[src/rtl/intp_pkg.sv]
package intp_pkg;
  localparam int OP_W = 3;

  typedef enum logic [OP_W-1:0] {
    OP_IDLE     = 3'd0,
    OP_SET_PRIO = 3'd1,
    OP_SET_IPR  = 3'd2,
    OP_ACCEPT   = 3'd3,
    OP_POLL     = 3'd4,
    OP_EOI      = 3'd5
  } op_e;
endpackage

[src/rtl/intp_rst_sync.sv]
module intp_rst_sync (
  input  logic clk,
  input  logic rst_ni,
  output logic rst_no
);
  logic [1:0] sync_q;

  always_ff @(posedge clk or negedge rst_ni) begin
    if (!rst_ni) sync_q <= 2'b00;
    else         sync_q <= {sync_q[0], 1'b1};
  end

  assign rst_no = sync_q[1];
endmodule

[src/rtl/intp_ipi_check.sv]
module intp_ipi_check #(
  parameter int PRIO_W = 8,
  parameter int SRC_W  = 24
) (
  input  logic [SRC_W-1:0]  pend_src,
  input  logic [PRIO_W-1:0] pend_prio,
  input  logic [PRIO_W-1:0] ipr_prio,
  input  logic [PRIO_W-1:0] gate_prio,
  output logic              take,
  output logic              displace
);
  logic below_gate;
  logic held_better;

  always_comb begin
    below_gate  = (ipr_prio < gate_prio);
    held_better = (pend_src != '0) && (pend_prio <= ipr_prio);
    take        = below_gate && !held_better;
    displace    = take && (pend_src != '0);
  end
endmodule

[src/rtl/intp_offer_unit.sv]
module intp_offer_unit #(
  parameter int PRIO_W = 8,
  parameter int SRC_W  = 24
) (
  input  logic              offer_valid,
  input  logic [SRC_W-1:0]  offer_src,
  input  logic [PRIO_W-1:0] offer_prio,
  input  logic              blocked,
  input  logic [PRIO_W-1:0] cur_prio,
  input  logic [SRC_W-1:0]  pend_src,
  input  logic [PRIO_W-1:0] pend_prio,
  input  logic              own_v,
  output logic              take,
  output logic              nak,
  output logic              displace
);
  logic live;
  logic refuse;

  always_comb begin
    live     = offer_valid && (offer_src != '0);
    refuse   = (offer_prio >= cur_prio) ||
               ((pend_src != '0) && (pend_prio <= offer_prio));
    take     = live && !blocked && !refuse;
    nak      = live && (blocked || refuse);
    displace = take && (pend_src != '0) && own_v;
  end
endmodule

[src/rtl/intp_cmd_unit.sv]
module intp_cmd_unit
  import intp_pkg::*;
#(
  parameter int PRIO_W  = 8,
  parameter int SRC_W   = 24,
  parameter int OWN_W   = 4,
  parameter int IPI_SRC = 2,
  localparam int WORD_W = PRIO_W + SRC_W
) (
  input  logic              cmd_valid,
  input  logic [OP_W-1:0]   cmd_op,
  input  logic [WORD_W-1:0] cmd_wdata,
  input  logic [PRIO_W-1:0] cur_prio,
  input  logic [SRC_W-1:0]  pend_src,
  input  logic [PRIO_W-1:0] pend_prio,
  input  logic [PRIO_W-1:0] ipr_prio,
  input  logic              own_v,
  input  logic [OWN_W-1:0]  own_id,
  input  logic              irq_cur,
  output logic [PRIO_W-1:0] n_cur_prio,
  output logic [SRC_W-1:0]  n_pend_src,
  output logic [PRIO_W-1:0] n_pend_prio,
  output logic [PRIO_W-1:0] n_ipr_prio,
  output logic              n_own_v,
  output logic              n_irq,
  output logic              rej_v,
  output logic [SRC_W-1:0]  rej_src,
  output logic [OWN_W-1:0]  rej_own,
  output logic              eoi_v,
  output logic [SRC_W-1:0]  eoi_src,
  output logic              resend,
  output logic              rd_v,
  output logic [WORD_W-1:0] rd_word
);
  localparam logic [SRC_W-1:0]  IPI_NUM   = SRC_W'(IPI_SRC);
  localparam logic [PRIO_W-1:0] PRIO_NONE = '1;

  op_e               op;
  logic [PRIO_W-1:0] wr_low;
  logic [PRIO_W-1:0] wr_high;
  logic [SRC_W-1:0]  wr_src;
  logic [PRIO_W-1:0] rs_gate;
  logic              ipr_take, ipr_disp;
  logic              rs_take, rs_disp;

  assign op      = op_e'(cmd_op);
  assign wr_low  = cmd_wdata[PRIO_W-1:0];
  assign wr_high = cmd_wdata[WORD_W-1:SRC_W];
  assign wr_src  = cmd_wdata[SRC_W-1:0];
  assign rs_gate = (op == OP_EOI) ? wr_high : wr_low;

  // Request path: new request value against the present processor priority.
  intp_ipi_check #(.PRIO_W(PRIO_W), .SRC_W(SRC_W)) u_ipr_chk (
    .pend_src (pend_src),
    .pend_prio(pend_prio),
    .ipr_prio (wr_low),
    .gate_prio(cur_prio),
    .take     (ipr_take),
    .displace (ipr_disp)
  );

  // Resend path: present request value against the newly written priority.
  intp_ipi_check #(.PRIO_W(PRIO_W), .SRC_W(SRC_W)) u_rs_chk (
    .pend_src (pend_src),
    .pend_prio(pend_prio),
    .ipr_prio (ipr_prio),
    .gate_prio(rs_gate),
    .take     (rs_take),
    .displace (rs_disp)
  );

  always_comb begin
    n_cur_prio  = cur_prio;
    n_pend_src  = pend_src;
    n_pend_prio = pend_prio;
    n_ipr_prio  = ipr_prio;
    n_own_v     = own_v;
    n_irq       = irq_cur;
    rej_v       = 1'b0;
    rej_src     = '0;
    rej_own     = '0;
    eoi_v       = 1'b0;
    eoi_src     = '0;
    resend      = 1'b0;
    rd_v        = 1'b0;
    rd_word     = {cur_prio, pend_src};
    if (cmd_valid) begin
      unique case (op)
        OP_SET_PRIO: begin
          n_cur_prio = wr_low;
          if (wr_low < cur_prio) begin
            if ((pend_src != '0) && (wr_low <= pend_prio)) begin
              n_pend_src  = '0;
              n_pend_prio = PRIO_NONE;
              n_irq       = 1'b0;
              n_own_v     = 1'b0;
              if (own_v) begin
                rej_v   = 1'b1;
                rej_src = pend_src;
                rej_own = own_id;
              end
            end
          end else if (pend_src == '0) begin
            resend = 1'b1;
            if (rs_take) begin
              n_pend_src  = IPI_NUM;
              n_pend_prio = ipr_prio;
              n_own_v     = 1'b0;
              n_irq       = 1'b1;
            end
          end
        end
        OP_SET_IPR: begin
          n_ipr_prio = wr_low;
          if (ipr_take) begin
            if (ipr_disp && own_v) begin
              rej_v   = 1'b1;
              rej_src = pend_src;
              rej_own = own_id;
            end
            n_pend_src  = IPI_NUM;
            n_pend_prio = wr_low;
            n_own_v     = 1'b0;
            n_irq       = 1'b1;
          end
        end
        OP_ACCEPT: begin
          rd_v        = 1'b1;
          n_cur_prio  = pend_prio;
          n_pend_src  = '0;
          n_pend_prio = PRIO_NONE;
          n_own_v     = 1'b0;
          n_irq       = 1'b0;
        end
        OP_POLL: begin
          rd_v = 1'b1;
        end
        OP_EOI: begin
          n_cur_prio = wr_high;
          eoi_v      = (wr_src != '0) && (wr_src != IPI_NUM);
          eoi_src    = wr_src;
          if (pend_src == '0) begin
            resend = 1'b1;
            if (rs_take) begin
              n_pend_src  = IPI_NUM;
              n_pend_prio = ipr_prio;
              n_own_v     = 1'b0;
              n_irq       = 1'b1;
            end
          end
        end
        default: begin
        end
      endcase
    end
  end

  // Resend only runs with an empty slot, so it can never displace.

  always_comb begin
    resend_no_disp_chk: assert (!(cmd_valid && resend && rs_take && rs_disp));
  end
endmodule

[src/rtl/intp_regs.sv]
module intp_regs #(
  parameter int PRIO_W = 8,
  parameter int SRC_W  = 24,
  parameter int OWN_W  = 4,
  localparam int WORD_W = PRIO_W + SRC_W
) (
  input  logic              clk,
  input  logic              rst_n,
  input  logic              upd_en,
  input  logic [PRIO_W-1:0] nx_cur_prio,
  input  logic [SRC_W-1:0]  nx_pend_src,
  input  logic [PRIO_W-1:0] nx_pend_prio,
  input  logic [PRIO_W-1:0] nx_ipr_prio,
  input  logic              nx_own_v,
  input  logic [OWN_W-1:0]  nx_own_id,
  input  logic              nx_irq,
  input  logic              nx_rej_v,
  input  logic [SRC_W-1:0]  nx_rej_src,
  input  logic [OWN_W-1:0]  nx_rej_own,
  input  logic              nx_nak_v,
  input  logic [SRC_W-1:0]  nx_nak_src,
  input  logic [OWN_W-1:0]  nx_nak_own,
  input  logic              nx_eoi_v,
  input  logic [SRC_W-1:0]  nx_eoi_src,
  input  logic              nx_resend,
  input  logic              nx_rd_v,
  input  logic [WORD_W-1:0] nx_rd_word,
  output logic [PRIO_W-1:0] cur_prio_q,
  output logic [SRC_W-1:0]  pend_src_q,
  output logic [PRIO_W-1:0] pend_prio_q,
  output logic [PRIO_W-1:0] ipr_prio_q,
  output logic              own_v_q,
  output logic [OWN_W-1:0]  own_id_q,
  output logic              irq_q,
  output logic              rej_v_q,
  output logic [SRC_W-1:0]  rej_src_q,
  output logic [OWN_W-1:0]  rej_own_q,
  output logic              nak_v_q,
  output logic [SRC_W-1:0]  nak_src_q,
  output logic [OWN_W-1:0]  nak_own_q,
  output logic              eoi_v_q,
  output logic [SRC_W-1:0]  eoi_src_q,
  output logic              resend_q,
  output logic              rd_v_q,
  output logic [WORD_W-1:0] rd_word_q,
  output logic [PRIO_W-1:0] rd_ipr_q
);
  // Slot state, written only when a command or a taken offer commits.
  always_ff @(posedge clk or negedge rst_n) begin
    if (!rst_n) begin
      cur_prio_q  <= '0;
      pend_src_q  <= '0;
      pend_prio_q <= '1;
      ipr_prio_q  <= '1;
      own_v_q     <= 1'b0;
      own_id_q    <= '0;
      irq_q       <= 1'b0;
    end else if (upd_en) begin
      cur_prio_q  <= nx_cur_prio;
      pend_src_q  <= nx_pend_src;
      pend_prio_q <= nx_pend_prio;
      ipr_prio_q  <= nx_ipr_prio;
      own_v_q     <= nx_own_v;
      own_id_q    <= nx_own_id;
      irq_q       <= nx_irq;
    end
  end

  // Single-cycle notification pulses.
  always_ff @(posedge clk or negedge rst_n) begin
    if (!rst_n) begin
      rej_v_q   <= 1'b0;
      rej_src_q <= '0;
      rej_own_q <= '0;
      nak_v_q   <= 1'b0;
      nak_src_q <= '0;
      nak_own_q <= '0;
      eoi_v_q   <= 1'b0;
      eoi_src_q <= '0;
      resend_q  <= 1'b0;
      rd_v_q    <= 1'b0;
    end else begin
      rej_v_q   <= nx_rej_v;
      rej_src_q <= nx_rej_src;
      rej_own_q <= nx_rej_own;
      nak_v_q   <= nx_nak_v;
      nak_src_q <= nx_nak_src;
      nak_own_q <= nx_nak_own;
      eoi_v_q   <= nx_eoi_v;
      eoi_src_q <= nx_eoi_src;
      resend_q  <= nx_resend;
      rd_v_q    <= nx_rd_v;
    end
  end

  // Read data, captured only on a read.
  always_ff @(posedge clk or negedge rst_n) begin
    if (!rst_n) begin
      rd_word_q <= '0;
      rd_ipr_q  <= '1;
    end else if (nx_rd_v) begin
      rd_word_q <= nx_rd_word;
      rd_ipr_q  <= ipr_prio_q;
    end
  end


  irq_tracks_src_chk: assert property (@(posedge clk) disable iff (!rst_n)
    irq_q == (pend_src_q != '0));


  empty_prio_none_chk: assert property (@(posedge clk) disable iff (!rst_n)
    (pend_src_q == '0) |-> (pend_prio_q == '1));


  rej_needs_owner_chk: assert property (@(posedge clk) disable iff (!rst_n)
    rej_v_q |-> $past(own_v_q));
endmodule

[src/rtl/intp_present.sv]
module intp_present
  import intp_pkg::*;
#(
  parameter int PRIO_W  = 8,
  parameter int SRC_W   = 24,
  parameter int OWN_W   = 4,
  parameter int IPI_SRC = 2,
  localparam int WORD_W = PRIO_W + SRC_W
) (
  input  logic              clk,
  input  logic              rst_n,
  input  logic              offer_valid,
  input  logic [SRC_W-1:0]  offer_src,
  input  logic [PRIO_W-1:0] offer_prio,
  input  logic [OWN_W-1:0]  offer_owner,
  input  logic              cmd_valid,
  input  logic [OP_W-1:0]   cmd_op,
  input  logic [WORD_W-1:0] cmd_wdata,
  output logic              irq_out,
  output logic              rd_valid,
  output logic [WORD_W-1:0] rd_data,
  output logic [PRIO_W-1:0] rd_ipr,
  output logic              nak_valid,
  output logic [SRC_W-1:0]  nak_src,
  output logic [OWN_W-1:0]  nak_owner,
  output logic              rej_valid,
  output logic [SRC_W-1:0]  rej_src,
  output logic [OWN_W-1:0]  rej_owner,
  output logic              eoi_valid,
  output logic [SRC_W-1:0]  eoi_src,
  output logic              resend_req
);
  localparam logic [SRC_W-1:0] IPI_NUM = SRC_W'(IPI_SRC);

  logic              rst_int_n;
  logic [PRIO_W-1:0] cur_prio_q, pend_prio_q, ipr_prio_q;
  logic [SRC_W-1:0]  pend_src_q;
  logic              own_v_q, irq_q;
  logic [OWN_W-1:0]  own_id_q;

  logic [PRIO_W-1:0] c_cur_prio, c_pend_prio, c_ipr_prio;
  logic [SRC_W-1:0]  c_pend_src, c_rej_src, c_eoi_src;
  logic              c_own_v, c_irq, c_rej_v, c_eoi_v, c_resend, c_rd_v;
  logic [OWN_W-1:0]  c_rej_own;
  logic [WORD_W-1:0] c_rd_word;

  logic              o_take, o_nak, o_disp;

  logic [PRIO_W-1:0] nx_cur_prio, nx_pend_prio, nx_ipr_prio;
  logic [SRC_W-1:0]  nx_pend_src, nx_rej_src;
  logic              nx_own_v, nx_irq, nx_rej_v, upd_en;
  logic [OWN_W-1:0]  nx_own_id, nx_rej_own;

  intp_rst_sync u_rst (
    .clk   (clk),
    .rst_ni(rst_n),
    .rst_no(rst_int_n)
  );

  intp_cmd_unit #(
    .PRIO_W(PRIO_W), .SRC_W(SRC_W), .OWN_W(OWN_W), .IPI_SRC(IPI_SRC)
  ) u_cmd (
    .cmd_valid  (cmd_valid),
    .cmd_op     (cmd_op),
    .cmd_wdata  (cmd_wdata),
    .cur_prio   (cur_prio_q),
    .pend_src   (pend_src_q),
    .pend_prio  (pend_prio_q),
    .ipr_prio   (ipr_prio_q),
    .own_v      (own_v_q),
    .own_id     (own_id_q),
    .irq_cur    (irq_q),
    .n_cur_prio (c_cur_prio),
    .n_pend_src (c_pend_src),
    .n_pend_prio(c_pend_prio),
    .n_ipr_prio (c_ipr_prio),
    .n_own_v    (c_own_v),
    .n_irq      (c_irq),
    .rej_v      (c_rej_v),
    .rej_src    (c_rej_src),
    .rej_own    (c_rej_own),
    .eoi_v      (c_eoi_v),
    .eoi_src    (c_eoi_src),
    .resend     (c_resend),
    .rd_v       (c_rd_v),
    .rd_word    (c_rd_word)
  );

  intp_offer_unit #(.PRIO_W(PRIO_W), .SRC_W(SRC_W)) u_offer (
    .offer_valid(offer_valid),
    .offer_src  (offer_src),
    .offer_prio (offer_prio),
    .blocked    (cmd_valid),
    .cur_prio   (cur_prio_q),
    .pend_src   (pend_src_q),
    .pend_prio  (pend_prio_q),
    .own_v      (own_v_q),
    .take       (o_take),
    .nak        (o_nak),
    .displace   (o_disp)
  );

  // A command owns the cycle; otherwise a taken offer commits.
  always_comb begin
    upd_en       = cmd_valid || o_take;
    nx_cur_prio  = c_cur_prio;
    nx_pend_src  = c_pend_src;
    nx_pend_prio = c_pend_prio;
    nx_ipr_prio  = c_ipr_prio;
    nx_own_v     = c_own_v;
    nx_own_id    = own_id_q;
    nx_irq       = c_irq;
    nx_rej_v     = c_rej_v;
    nx_rej_src   = c_rej_src;
    nx_rej_own   = c_rej_own;
    if (!cmd_valid && o_take) begin
      nx_pend_src  = offer_src;
      nx_pend_prio = offer_prio;
      nx_own_v     = 1'b1;
      nx_own_id    = offer_owner;
      nx_irq       = 1'b1;
      nx_rej_v     = o_disp;
      nx_rej_src   = o_disp ? pend_src_q : '0;
      nx_rej_own   = o_disp ? own_id_q : '0;
    end
  end

  intp_regs #(.PRIO_W(PRIO_W), .SRC_W(SRC_W), .OWN_W(OWN_W)) u_regs (
    .clk         (clk),
    .rst_n       (rst_int_n),
    .upd_en      (upd_en),
    .nx_cur_prio (nx_cur_prio),
    .nx_pend_src (nx_pend_src),
    .nx_pend_prio(nx_pend_prio),
    .nx_ipr_prio (nx_ipr_prio),
    .nx_own_v    (nx_own_v),
    .nx_own_id   (nx_own_id),
    .nx_irq      (nx_irq),
    .nx_rej_v    (nx_rej_v),
    .nx_rej_src  (nx_rej_src),
    .nx_rej_own  (nx_rej_own),
    .nx_nak_v    (o_nak),
    .nx_nak_src  (o_nak ? offer_src : '0),
    .nx_nak_own  (o_nak ? offer_owner : '0),
    .nx_eoi_v    (c_eoi_v),
    .nx_eoi_src  (c_eoi_v ? c_eoi_src : '0),
    .nx_resend   (c_resend),
    .nx_rd_v     (c_rd_v),
    .nx_rd_word  (c_rd_word),
    .cur_prio_q  (cur_prio_q),
    .pend_src_q  (pend_src_q),
    .pend_prio_q (pend_prio_q),
    .ipr_prio_q  (ipr_prio_q),
    .own_v_q     (own_v_q),
    .own_id_q    (own_id_q),
    .irq_q       (irq_q),
    .rej_v_q     (rej_valid),
    .rej_src_q   (rej_src),
    .rej_own_q   (rej_owner),
    .nak_v_q     (nak_valid),
    .nak_src_q   (nak_src),
    .nak_own_q   (nak_owner),
    .eoi_v_q     (eoi_valid),
    .eoi_src_q   (eoi_src),
    .resend_q    (resend_req),
    .rd_v_q      (rd_valid),
    .rd_word_q   (rd_data),
    .rd_ipr_q    (rd_ipr)
  );

  assign irq_out = irq_q;


  accept_lowers_chk: assert property (@(posedge clk) disable iff (!rst_int_n)
    (cmd_valid && cmd_op == OP_ACCEPT) |=> (!irq_out && pend_src_q == '0));


  poll_stable_chk: assert property (@(posedge clk) disable iff (!rst_int_n)
    (cmd_valid && cmd_op == OP_POLL) |=>
      ($stable(pend_src_q) && $stable(cur_prio_q) && $stable(ipr_prio_q) && $stable(irq_q)));


  offer_blocked_chk: assert property (@(posedge clk) disable iff (!rst_int_n)
    (cmd_valid && offer_valid && offer_src != '0) |=> nak_valid);


  eoi_number_chk: assert property (@(posedge clk) disable iff (!rst_int_n)
    eoi_valid |-> (eoi_src != '0 && eoi_src != IPI_NUM));


  one_notice_chk: assert property (@(posedge clk) disable iff (!rst_int_n)
    !(nak_valid && rej_valid && nak_src == rej_src && nak_owner == rej_owner && nak_src != '0
      && !$past(cmd_valid)));
endmodule

[config.mk]
export PLATFORM = sky130hd
export DESIGN_NAME = intp_present
export DESIGN_NICKNAME = d
export VERILOG_FILES = /design/src/rtl/intp_pkg.sv /design/src/rtl/intp_rst_sync.sv /design/src/rtl/intp_ipi_check.sv /design/src/rtl/intp_offer_unit.sv /design/src/rtl/intp_cmd_unit.sv /design/src/rtl/intp_regs.sv /design/src/rtl/intp_present.sv
export SDC_FILE = /design/constraint.sdc
export NUM_CORES = 1
export LEC_CHECK = 0
export ABC_AREA = 1
export BUFFER_PORTS_ARGS = -buffer_cell sky130_fd_sc_hd__buf_2
export CAP_MARGIN = 20
export CORE_UTILIZATION = 49
export DETAILED_ROUTE_END_ITERATION = 16
export PLACE_DENSITY_LB_ADDON = 0.3
export SYNTH_ARGS = -nofsm -noshare
export SYNTH_HDL_FRONTEND = slang
export SYNTH_SLANG_ARGS = --single-unit
[constraint.sdc]
create_clock -name clk -period 17.1 [get_ports clk]
set_clock_uncertainty 0.1 [all_clocks]
set_input_delay 1.71 -clock clk [delete_from_list [all_inputs] [get_ports clk]]
set_output_delay 1.71 -clock clk [all_outputs]
set_load 0.005 [all_outputs]
Word-level counts from Yosys, hierarchy flattened
Cells that the tools add are included.
- output and inout bits: 126
- register bits: 181
- logic and storage cells: 142
- mux-type cells: 72
- equal/unequal tests: 8
- reductions and logical operators: 35
- order comparisons: 7
- operator list (kind ; count):
    24-bit 2-to-1 mux ; 19
    24-bit one-hot mux with 4 select lines ; 1
    24-bit nonzero test ; 3
    8-bit 2-to-1 mux ; 8
    24-bit one-hot mux with 2 select lines ; 1
    4-bit 2-to-1 mux ; 9
    8-bit <= comparator ; 4
    8-bit one-hot mux with 4 select lines ; 1
    1-bit 2-to-1 mux ; 27
    24-bit zero test ; 1
    24-bit by 2-bit inequality test with 1-bit output, second input constant ; 1
    8-bit one-hot mux with 3 select lines ; 1
    1-bit logical AND ; 16
    8-bit less-than comparator ; 2
    8-bit >= comparator ; 1
    1-bit one-hot mux with 4 select lines ; 2
    4-bit one-hot mux with 2 select lines ; 1
    3-bit by 2-bit == test with 1-bit output, second input constant ; 2
    3-bit == test, second input constant ; 2
    3-bit AND reduction ; 2
    5-bit AND reduction ; 1
    5-bit nonzero test ; 1
    1-bit zero test ; 4
    4-bit by 3-bit inequality test with 1-bit output, second input constant ; 1
    8 further kinds ; 11

Longest topological paths before layout
Gate-level depths: netlist of the first run.
- depth after elaboration: 11
- depth in mapped cells: 18
- depth with buffers taken out: 17

By module
From an unflattened synthesis of the first run, not the netlist that was laid out.
- cell total of the unflattened synthesis: 1728
- area total of the unflattened synthesis: 11780.0 µm²
- by module, submodules not included (module ; cells each ; times used ; sequential area each (µm²) ; area an instance (µm²)):
    intp_regs ; 483 ; 1 ; 4509.3 ; 5768.0
    intp_cmd_unit ; 543 ; 1 ; 0.0 ; 2745.1
    intp_present ; 389 ; 1 ; 0.0 ; 1544.0
    intp_ipi_check ; 93 ; 2 ; 0.0 ; 509.2
    intp_offer_unit ; 124 ; 1 ; 0.0 ; 650.6
    intp_rst_sync ; 3 ; 1 ; 50.0 ; 53.8

Worst setup path after synthesis of the first run
OpenSTA, ideal clock, no wires.
- path kind: in2reg
- start: in cmd_op[1]
- end: reg u_regs.pend_src_q[10]
- library setup time: 0.122 ns
- required time: 16.878 ns
- cell stages on the path: 12
- slack: 13.091 ns
- arrival: 3.787 ns
- cell sequence: inv_1 -> nand3_2 -> clkbuf_1 -> o21ai_0 -> ha_1 -> a21oi_1 -> o21ai_0 -> nor3_4 -> nand2_4 -> a21oi_4 -> buf_6 -> nor2_2
- word-level cells in the longest chain between the ends: 10
- elaborated cells between the ends (all ways): 17
- ends and longest elaborated chain (element ; RTL line ; RTL):
    start, declared ; intp_present.sv:17 ; input logic [OP_W-1:0] cmd_op,
    3-bit == test ; intp_cmd_unit.sv:50, intp_cmd_unit.sv:88 ;
    8-bit 2-to-1 mux ; intp_cmd_unit.sv:50 ; assign rs_gate = (op == OP_EOI) ? wr_high : wr_low;
    8-bit less-than comparator ; intp_ipi_check.sv:16 ; below_gate = (ipr_prio < gate_prio);
    1-bit logical AND ; intp_ipi_check.sv:18 ; take = below_gate && !held_better;
    24-bit 2-to-1 mux (3 in series) ; - ;
    24-bit one-hot mux with 4 select lines ; intp_cmd_unit.sv:88 ; unique case (op)
    24-bit 2-to-1 mux ; intp_cmd_unit.sv:87 ; if (cmd_valid) begin
    24-bit 2-to-1 mux ; intp_present.sv:116 ; if (!cmd_valid && o_take) begin
    end signal, assigned ; intp_regs.sv:60 ; pend_src_q <= nx_pend_src;
    end, declared ; intp_regs.sv:29 ; output logic [SRC_W-1:0] pend_src_q,
Several ways; a longest one is shown, not always the timed one. The select of a mux whose other input is x is not followed.
A chain may end at the register's enable or synchronous reset.

Final worst setup path of the first run
- start: in cmd_op[1]
- end: reg u_regs.pend_src_q[0]
Same word-level chain as after synthesis.

==> results.ini, run 1 <==
[cts]
cts_sinks=181
ctsResizeCount=0
clk_latency_ns=0.44
hold_buffers=0
cts_setup_buffers=0
clk_pin_slew_ns=0.07
cts_max_level=4
clockBufferDepth=2
cts_tree=built
cts_root_buf=clkbuf_16
cts_buffers=17

[timing]
drv_slew=0
rsz0062_at_grt=no
hold_viol_final=0
tightest_slew_ns=1.028
setup-violations-final=0
max_freq_mhz=220.4
fin_hold_ws_ns=0.2121
period_share=0.2653
fin_crit_ns=4.537
fin_tns_setup_ns=0
max_slew_margin=0.3128
layout_setup_ws_ns=12.56

[final_layout]
synthToLayoutAreaGrowth_pct=21.59
mostFrequentLayoutCells=nand2_1 (222), buf_2 (200), dfrtp_1 (156), inv_1 (117), o21ai_0 (90)
layout.cells.non_filler=1371
final_util=0.6094
final_area_sq_mm=0.01011
final_common_cell=nand2_1
layout-drive-gt1-share=0.2809
layout.nets=1252

[drt]
dr.pass1.iters=6
drc=0
routedWlPerCell_microns=15.27
postRouteAntennaNets=0
via_count=6816
viasPerCell=4.972
drt_iter0_markers=341
wl_mm=20.93

[worst_setup_path]
critPathSlowestCell=a21oi_4
cpLargestDelayFamily=compound AO/OA/AOI/OAI gates
cp.arrival_ns=4.71
start_kind=input pin
worst-path-buf-inv=2
path_cells=buf_2, inv_1, nand3_2, o21ai_0, ha_1, a21oi_1, o21ai_0, nor3_4, nand2_4, a21oi_4, nor2_1
end_kind=flop
regToRegEndpoint=u_regs.pend_src_q[0]
ff2ff_path_depth=11
cp_common_cell=o21ai_0
r2r-start=u_regs.pend_prio_q[7]
reg2reg_slack_ns=13.82
crit_path_max_fanout=24
worstSetupPathType=in -> reg
worstPathRequired_ns=17.28
cpPeakStageDelay_ns=0.84

[floorplan]
floorplan.die.width_microns=132.2
fp-row-count=47
die_area_sq_mm=0.01749
start_util=0.5012
die_h_microns=132.2
core_sq_mm=0.01658
design.portCount=201

[hold_path]
hold_class=reg -> async

[place]
hpwl_mm=15.08
placed_cells=1338
globalplace.congestion=0.9413
place_ws_ns=12.14
io_buffers=200
placed_cell_area_sq_mm=0.009477

[synth]
synth-main-ff-cell=dfrtp_1
synth_cell_types=35
synth_top_area_cell=dfrtp_1
ys_ff_latch=181
syn_avg_cell_area_sq_um=8.777
syn_nets=1060
ys_seq_area_frac=0.5485
async_flop_share=1.000
synthXorXnorAreaFrac=0
ys_warn_count=0
synth-simple-area-share=0.2115
synth_compound_area_frac=0.09920
synth_edf_count=0
synth.area.mux_share=0
syn_inst=947
synth_top_area_frac=0.4727
synth_top_family_by_area=simple AND/OR/NAND/NOR gates
synthTopCellsByArea=dfrtp_1 (47%), nand2_1 (10%), dfstp_2 (7.6%)
syn_area_sq_mm=0.008312
synth_fa_ha_area_frac=0.05720

[global_routing]
grt_pass1_wl_mm=34.15
grt_max_degree=81
grt_overflow=0
antenna_found_initial=1
track_usage=0.2511
grt_pass1_vias=6607

[run]
timing.max_cap.violations=0

[pwr]
p_total_mw=1.399
power_density_mw_per_mm2=138.4
irDropWorstVdd_v=0.00008094
power.leakage_nw=5.752

[status]
outcome=finished clean

==> cells by family after synthesis <==
family                   Yosys count
AND/OR/NAND/NOR                  399
adder cells (fa/ha/maj)           38
AO/OA/AOI/OAI                    153
buffers and inverters            175
other                              1
flip-flops                       181
==> sequential cells by signal (all words and copies together) (netlist names) <==
register            count
u_regs.pend_src_q      24
u_regs.cur_prio_q       8
u_regs.rd_word_q       32
u_regs.nak_src_q       24
u_regs.rej_v_q          1
u_regs.own_id_q         4
u_regs.own_v_q          1
u_regs.nak_own_q        4
u_regs.rd_v_q           1
u_rst.sync_q            2
u_regs.resend_q         1
u_regs.irq_q            1
u_regs.rej_own_q        4
u_regs.eoi_src_q       24
u_regs.eoi_v_q          1
u_regs.rd_ipr_q         8
u_regs.nak_v_q          1
u_regs.rej_src_q       24
u_regs.pend_prio_q      8
u_regs.ipr_prio_q       8
==> layout make-up <==
type / instances / area (sq um)
clock inverter: 11 / 141.4
clock buffer: 19 / 442.9
sequential: 181 / 4563
fill: 1567 / 6477
tap: 220 / 275.3
inverter: 141 / 529.3
timing repair buffer: 207 / 1081
antenna: 1 / 2.502
multi-input combinational: 591 / 3070
==> where the power goes <==
part           total [mW]  switching, mW  leakage [nW]  internal (mW)
clock network       0.395          0.173         0.286          0.222
logic               0.417          0.255          3.16          0.162
registers           0.588         0.0498          2.31          0.538
==> worst register-to-register path: stages, from the launching register on <==
cell	delay [ns]
dfstp_2	0.55
inv_1	0.07
ha_1	0.29
a21oi_1	0.17
o21a_1	0.19
nand3_1	0.08
nand2_1	0.06
nand2_1	0.07
nand2_1	0.06
nand3_1	0.44
a21oi_4	0.98
nor2_1	0.10
==> cell usage after synthesis, drive strengths merged (3+ instances only) <==
cell type,n
inv,140
a2bb2oi,7
nor2,106
buf,15
nand3,45
nand2,226
dfrtp,157
ha,38
o21a,4
a21oi,44
clkbuf,19
dfstp,24
nor3,4
a21boi,4
nand4,14
nor4,3
o21ai,93
==> metal layers <==
metal | GRT usage | vias up | routed length (microns)
met5 | 0 | - | 0
met3 | 0.05805 | 28 | 1330
met2 | 0.3868 | 230 | 9494
li1 | - | 3361 | -
met4 | 0.09004 | 0 | 441
met1 | 0.3487 | 3197 | 9664
==> how the worst max path moves through the flow <==
| stage | slack, ns | cells past startpoint | endpoint | startpoint |
|---|---|---|---|---|
| finish | 12.56 | 11 | u_regs.pend_src_q[0] | cmd_op[1] |
| global route | 12.25 | 11 | u_regs.pend_src_q[3] | cmd_op[1] |
| CTS | 12.59 | 11 | u_regs.pend_src_q[0] | cmd_op[1] |
| detailed placement | 12.14 | 11 | u_regs.pend_src_q[0] | cmd_op[1] |
| global placement | 12.32 | 11 | u_regs.own_v_q | cmd_op[1] |
| floorplan | 11.62 | 0 | u_regs.cur_prio_q[0] | u_rst.sync_q[1] |
Note: power is estimated with default switching activity, not from simulation.
==> inputs of run 2 (changes only) <==
==> constraint.sdc (replaced) <==
create_clock -name clk -period 3.65 [get_ports clk]
set_clock_uncertainty 0.1 [all_clocks]
set_input_delay 0.365 -clock clk [delete_from_list [all_inputs] [get_ports clk]]
set_output_delay 0.365 -clock clk [all_outputs]
set_load 0.005 [all_outputs]
==> results.ini, run 2 (synthesis results as in run 1) <==
[status]
outcome=finished clean  ; unchanged

[pwr]
p_int_mw=4.250  ; was 0.9214 mW
power_density_mw_per_mm2=642.9  ; was 138.4 mW/mm^2
p_seq_frac=0.422  ; was 0.420
pwr-share-comb=0.299  ; was 0.298
clkPwrFrac=0.280  ; was 0.282
power.leakage_nw=5.773  ; was 5.752 nW
power_switching_share=0.3482  ; was 0.3414
switching_power_mw=2.270  ; was 0.4777 mW
irDropWorstVdd_v=0.0003807  ; was 0.00008094 V

[global_routing]
antenna_found_initial=0  ; was 1
grt_pass1_wl_mm=33.20  ; was 34.15 mm
grt_pass1_vias=6502  ; was 6607
track_usage=0.2458  ; was 0.2511
grt_overflow=0  ; unchanged
grt_max_degree=81  ; unchanged

[run]
timing.max_cap.violations=0  ; unchanged

[timing]
rsz0062_at_grt=no  ; unchanged
max_slew_margin=0.3888  ; was 0.3128
setup-violations-final=0  ; unchanged
fin_tns_setup_ns=0  ; unchanged
tightest_slew_ns=0.9168  ; was 1.028 ns
drv_slew=0  ; unchanged
hold_viol_final=0  ; unchanged
period_share=0.7924
layout_setup_ws_ns=0.7577  ; was 12.56 ns
max_freq_mhz=345.7
fin_hold_ws_ns=0.05587  ; was 0.2121 ns
fin_crit_ns=2.892

[drt]
viasPerCell=4.959  ; was 4.972
dr.pass1.iters=5  ; was 6
drc=0  ; unchanged
routedWlPerCell_microns=14.99  ; was 15.27 microns
wl_mm=20.65  ; was 20.93 mm
via_count=6834  ; was 6816
drt_iter0_markers=434  ; was 341
postRouteAntennaNets=0  ; unchanged

[place]
hpwl_mm=14.99  ; was 15.08 mm
placed_cells=1345  ; was 1338
globalplace.congestion=0.9084  ; was 0.9413
place_ws_ns=0.6316  ; was 12.14 ns
io_buffers=200  ; unchanged

[floorplan]
floorplan.die.width_microns=132.2  ; unchanged
core_sq_mm=0.01658  ; unchanged
start_util=0.5012  ; unchanged
die_h_microns=132.2  ; unchanged
fp-row-count=47  ; unchanged
die_area_sq_mm=0.01749  ; unchanged
design.portCount=201  ; unchanged

[cts]
cts_sinks=181  ; unchanged
cts_tree=built  ; unchanged
cts_max_level=4  ; unchanged
clk_pin_slew_ns=0.07  ; about the same
cts_setup_buffers=0  ; unchanged
cts_buffers=17  ; unchanged
ctsResizeCount=0  ; unchanged
hold_buffers=1  ; was 0
clk_latency_ns=0.43  ; was 0.44 ns
clockBufferDepth=2  ; unchanged
cts_root_buf=clkbuf_16  ; unchanged

[worst_setup_path]
cp_common_cell=nand2_1  ; was o21ai_0
cp.arrival_ns=3.09  ; was 4.71 ns
critPathSlowestCell=o21ai_2  ; was a21oi_4
start_kind=flop  ; was input pin
cpPeakStageDelay_ns=0.59  ; was 0.84 ns
crit_path_max_fanout=16  ; was 24
end_kind=flop  ; unchanged
worstSetupPathType=reg -> reg  ; was in -> reg
worstPathRequired_ns=3.84  ; was 17.28 ns
cpLargestDelayFamily=simple AND/OR/NAND/NOR gates  ; was compound AO/OA/AOI/OAI gates
path_cells=inv_1, ha_1, nand2_1, nor2_1, nand4_1, nand3_1, nand2_1, nand2_1, nor3_1, o21ai_2, buf_4, a21oi_1  ; was buf_2, inv_1, nand3_2, o21ai_0, ha_1, a21oi_1, o21ai_0, nor3_4, nand2_4, a21oi_4, nor2_1
worst-path-buf-inv=2  ; unchanged

[final_layout]
fillCellCount=1503  ; was 1567
synthToLayoutAreaGrowth_pct=22.02  ; was 21.59%
final_util=0.6116  ; was 0.6094
layout.nets=1258  ; was 1252
diodes=0  ; was 1
final_common_cell=nand2_1  ; unchanged
mostFrequentLayoutCells=nand2_1 (222), buf_2 (200), dfrtp_1 (156), inv_1 (117), o21ai_0 (90)  ; unchanged
top_register=u_regs.rd_word_q  ; unchanged
layout-drive-gt1-share=0.2850  ; was 0.2809
layout.cells.non_filler=1378  ; was 1371
largest_register_ffs=32  ; unchanged

[hold_path]
hold_class=in -> reg  ; was reg -> async

## run 2: stage by stage
stage	power, mW	cell area [sq um]
6_report	6.521	10140
2_1_floorplan	4.068	8313
3_5_place_dp	4.723	9542
5_1_grt	6.978	10140
4_1_cts	6.573	10140
3_3_place_gp	4.667	9542
## run 2: layout make-up
cell class,instances,area (sq um),share of cell area
sequential,181,4563,0.4499
multi-input combinational,591,3070,0.3027
timing repair buffer,213,1114,0.1098
inverter,141,529.3,0.05218
clock buffer,18,429.2,0.04231
tap,220,275.3,0.02714
clock inverter,14,161.4,0.01591
## run 2: tightest hold or removal path: cells and delay by family
| kind | cells | cell delay (ns) |
|---|---|---|
| simple gates | 1 | 0.03 |
| buf+inv | 2 | 0.15 |
## run 2: worst paths after layout
kind | endpoint | cells after the start | slack [ns] | start
worst max-delay path | u_regs.rej_src_q[5] | 12 | 0.76 | u_regs.pend_prio_q[7]
worst max register to register | u_regs.rej_src_q[5] | 12 | 0.76 | u_regs.pend_prio_q[7]
min in group asynchronous | u_rst.sync_q[1] | 2 | 0.15 | rst_n
worst min register to register | u_rst.sync_q[1] | 0 | 0.26 | u_rst.sync_q[0]
worst min-delay path | u_regs.nak_src_q[20] | 3 | 0.06 | offer_src[20]
max in group asynchronous | u_regs.pend_prio_q[5] | 1 | 2.12 | u_rst.sync_q[1]
## run 2: layer usage
metal,vias up,global-route usage,wire length (microns)
met3,29,0.06421,1459
met2,240,0.3786,9505
met1,3181,0.3341,9318
li1,3384,-,-
met5,-,0,0
met4,0,0.09451,371
## run 2: power by group through the flow
| stage | clock [mW] | sequential [mW] | combinational [mW] |
|---|---|---|---|
| final | 1.82 | 2.75 | 1.95 |
| after global routing | 1.94 | 2.80 | 2.23 |
| after CTS | 1.87 | 2.75 | 1.95 |
| after detailed placement | 0 | 2.79 | 1.94 |
| after global placement | 0 | 2.78 | 1.89 |
| after floorplan | 0 | 2.80 | 1.27 |
==> inputs of run 3 (changes only) <==
--- a/config.mk
+++ b/config.mk
@@ -5,10 +5,10 @@
 export SDC_FILE = /design/constraint.sdc
 export NUM_CORES = 1
 export LEC_CHECK = 0
-export ABC_AREA = 1
+export ABC_AREA = 0
 export BUFFER_PORTS_ARGS = -buffer_cell sky130_fd_sc_hd__buf_2
 export CAP_MARGIN = 20
-export CORE_UTILIZATION = 49
+export CORE_UTILIZATION = 48
 export DETAILED_ROUTE_END_ITERATION = 16
 export PLACE_DENSITY_LB_ADDON = 0.3
 export SYNTH_ARGS = -nofsm -noshare
==> constraint.sdc (replaced) <==
create_clock -name clk -period 2.37 [get_ports clk]
set_clock_uncertainty 0.1 [all_clocks]
set_input_delay 0.237 -clock clk [delete_from_list [all_inputs] [get_ports clk]]
set_output_delay 0.237 -clock clk [all_outputs]
set_load 0.005 [all_outputs]
==> results.ini, run 3 <==
[pwr]
p_total_mw=10.69  ; was 6.521 mW
clkPwrFrac=0.257  ; was 0.280
power_density_mw_per_mm2=923.2  ; was 642.9 mW/mm^2
p_int_mw=7.157  ; was 4.250 mW
pwr-share-comb=0.351  ; was 0.299
power_switching_share=0.3308  ; was 0.3482
p_seq_frac=0.391  ; was 0.422
switching_power_mw=3.538  ; was 2.270 mW
power.leakage_nw=5.918  ; was 5.773 nW
irDropWorstVdd_v=0.0006339  ; was 0.0003807 V

[cts]
cts_sinks=181  ; unchanged
clockBufferDepth=2  ; unchanged
cts_buffers=17  ; unchanged
cts_max_level=4  ; unchanged
clk_latency_ns=0.44  ; was 0.43 ns
cts_root_buf=clkbuf_16  ; unchanged
clk_pin_slew_ns=0.07  ; about the same
cts_tree=built  ; unchanged

[floorplan]
die_h_microns=131.3  ; was 132.2 microns
core_sq_mm=0.01612  ; was 0.01658 sq mm
start_util=0.4980  ; was 0.5012
fp-row-count=46  ; was 47
floorplan.die.width_microns=131.3  ; was 132.2 microns
design.portCount=201  ; unchanged
die_area_sq_mm=0.01724  ; was 0.01749 sq mm

[global_routing]
grt_overflow=0  ; unchanged
grt_max_degree=54  ; was 81
antenna_found_initial=0  ; unchanged
track_usage=0.2746  ; was 0.2458
grt_pass1_wl_mm=36.51  ; was 33.20 mm
grt_pass1_vias=6927  ; was 6502

[timing]
tightest_slew_ns=0.5260  ; was 0.9168 ns
hold_viol_final=0  ; unchanged
max_freq_mhz=370.2  ; was 345.7 MHz
drv_slew=0  ; unchanged
fin_crit_ns=2.701  ; was 2.892 ns
rsz0062_at_grt=yes  ; was no
fin_tns_setup_ns=-18.58  ; was 0 ns
max_slew_margin=0.6493  ; was 0.3888
fin_hold_ws_ns=0.02168  ; was 0.05587 ns
period_share=1.140  ; was 0.7924
setup-violations-final=67  ; was 0
layout_setup_ws_ns=-0.3314  ; was 0.7577 ns

[synth]
syn_nets=825  ; was 1060
async_flop_share=1.000  ; unchanged
syn_area_sq_mm=0.008025  ; was 0.008312 sq mm
synthTopCellsByArea=dfrtp_1 (49%), dfstp_2 (7.9%), ha_1 (5.9%)  ; was dfrtp_1 (47%), nand2_1 (10%), dfstp_2 (7.6%)
synth_top_area_frac=0.4896  ; was 0.4727
syn_avg_cell_area_sq_um=11.27  ; was 8.777 sq um
yosysMostFrequentCell=dfrtp_1  ; was nand2_1
ys_seq_area_frac=0.5681  ; was 0.5485
synth_top_cells_by_count=dfrtp_1 (157), nand2_1 (73), nor2_1 (72)  ; was nand2_1 (222), dfrtp_1 (157), inv_1 (117)
synth_top_area_cell=dfrtp_1  ; unchanged
ys_ff_latch=181  ; unchanged
synth-main-ff-cell=dfrtp_1  ; unchanged
synth_edf_count=0  ; unchanged
syn_inst=712  ; was 947
synth_cell_types=50  ; was 35
ys_warn_count=0  ; unchanged

[hold_path]
hold_class=in -> reg  ; unchanged
hold_depth=2  ; was 3
min_to=u_regs.pend_prio_q[1]  ; was u_regs.nak_src_q[20]
min-delay-start=offer_prio[1]  ; was offer_src[20]

[worst_setup_path]
crit_path_max_fanout=8  ; was 16
regToRegEndpoint=u_regs.pend_prio_q[3]  ; was u_regs.rej_src_q[5]
worstSetupPathType=reg -> reg  ; unchanged
ff2ff_path_depth=10  ; was 12
r2r-start=u_regs.pend_prio_q[1]  ; was u_regs.pend_prio_q[7]
reg2reg_slack_ns=-0.33  ; was 0.76 ns
cp.arrival_ns=2.96  ; was 3.09 ns
start_kind=flop  ; unchanged
worstPathRequired_ns=2.63  ; was 3.84 ns
end_kind=flop  ; unchanged

[place]
globalplace.congestion=0.9100  ; was 0.9084
placed_cell_area_sq_mm=0.01014  ; was 0.009542 sq mm
hpwl_mm=15.40  ; was 14.99 mm
placed_cells=1203  ; was 1345
place_ws_ns=-0.5484  ; was 0.6316 ns
io_buffers=200  ; unchanged

[drt]
dr.pass1.iters=5  ; unchanged
routedWlPerCell_microns=17.98  ; was 14.99 microns
drt_iter0_markers=472  ; was 434
drc=0  ; unchanged
viasPerCell=5.290  ; was 4.959
postRouteAntennaNets=0  ; unchanged
via_count=6856  ; was 6834
wl_mm=23.31  ; was 20.65 mm

[final_layout]
top_register=u_regs.rd_word_q  ; unchanged
final_area_sq_mm=0.01158  ; was 0.01014 sq mm
diodes=0  ; unchanged
final_common_cell=buf_2  ; was nand2_1
fillCellCount=1127  ; was 1503
layout.nets=1180  ; was 1258
final_util=0.7189  ; was 0.6116
layout.cells.non_filler=1296  ; was 1378
synthToLayoutAreaGrowth_pct=44.36  ; was 22.02%
mostFrequentLayoutCells=buf_2 (201), dfrtp_1 (156), buf_4 (106), nand2_1 (73), and2_1 (54)  ; was nand2_1 (222), buf_2 (200), dfrtp_1 (156), inv_1 (117), o21ai_0 (90)
largest_register_ffs=32  ; unchanged
layout-drive-gt1-share=0.4333  ; was 0.2850

[status]
violations=negative setup slack
outcome=finished, violations left  ; was finished clean

[run]
timing.max_cap.violations=0  ; unchanged

[run 3: critical path, stage by stage (launching register included)]
cell and delay [ns]:
dfstp_2 0.56, inv_2 0.05, ha_4 0.22, nor2b_1 0.12, o211ai_1 0.26, nand2_1 0.14
a311oi_2 0.29, o41ai_4 0.14, buf_4 0.19, o21ba_4 0.24, a221o_1 0.32
[run 3: final cells by class]
cell class                 count  area, sq um  share of cell area
tap                          216        270.3             0.02333
clock inverter                13        137.6             0.01188
sequential                   181         4563              0.3939
inverter                      34        127.6             0.01102
multi-input combinational    462         3435              0.2965
clock buffer                  19        442.9             0.03823
timing repair buffer         371         2609              0.2252
[run 3: metal layers]
layer,wire (microns),GRT usage
met1,9833,0.3535
met2,11690,0.4637
met3,1152,0.04630
met4,633,0.1066
met5,0,0
[run 3: power by group through the flow]
stage | logic (mW) | clock network, mW | registers [mW]
after global routing | 4.07 | 2.92 | 4.26
after floorplan | 1.58 | 0 | 4.29
after detailed placement | 3.20 | 0 | 4.22
after CTS | 3.58 | 2.79 | 4.17
final | 3.76 | 2.75 | 4.19
after global placement | 3.12 | 0 | 4.21
[run 3: kinds of logic after synthesis]
| kind of cell | Yosys count | synth area share |
|---|---|---|
| buffers and inverters | 69 | 0.03898 |
| adders and majority gates | 38 | 0.05925 |
| AOI/OAI and AO/OA | 102 | 0.08996 |
| and+or+nand+nor | 250 | 0.1497 |
| muxes | 71 | 0.09355 |
| DFF | 181 | 0.5681 |
| other | 1 | 0.0004673 |
[run 3: worst max path at each step]
stage	start	endpoint
final	u_regs.pend_prio_q[1]	u_regs.pend_prio_q[3]
after global routing	u_regs.pend_prio_q[1]	u_regs.pend_src_q[6]
after CTS	u_regs.pend_prio_q[1]	u_regs.pend_prio_q[1]
after detailed placement	cmd_op[1]	u_regs.pend_prio_q[7]
after global placement	cmd_op[1]	u_regs.pend_prio_q[3]
after floorplan	u_regs.pend_prio_q[2]	u_regs.pend_src_q[1]
[run 3: repair_timing]
action	CTS	global route
pin swaps	10	13
buffers inserted	11	1
resized for setup	38	26
hold endpoints to repair	63	0
setup endpoints to repair	95	95
cloned	3	3
hold buffers	44	0
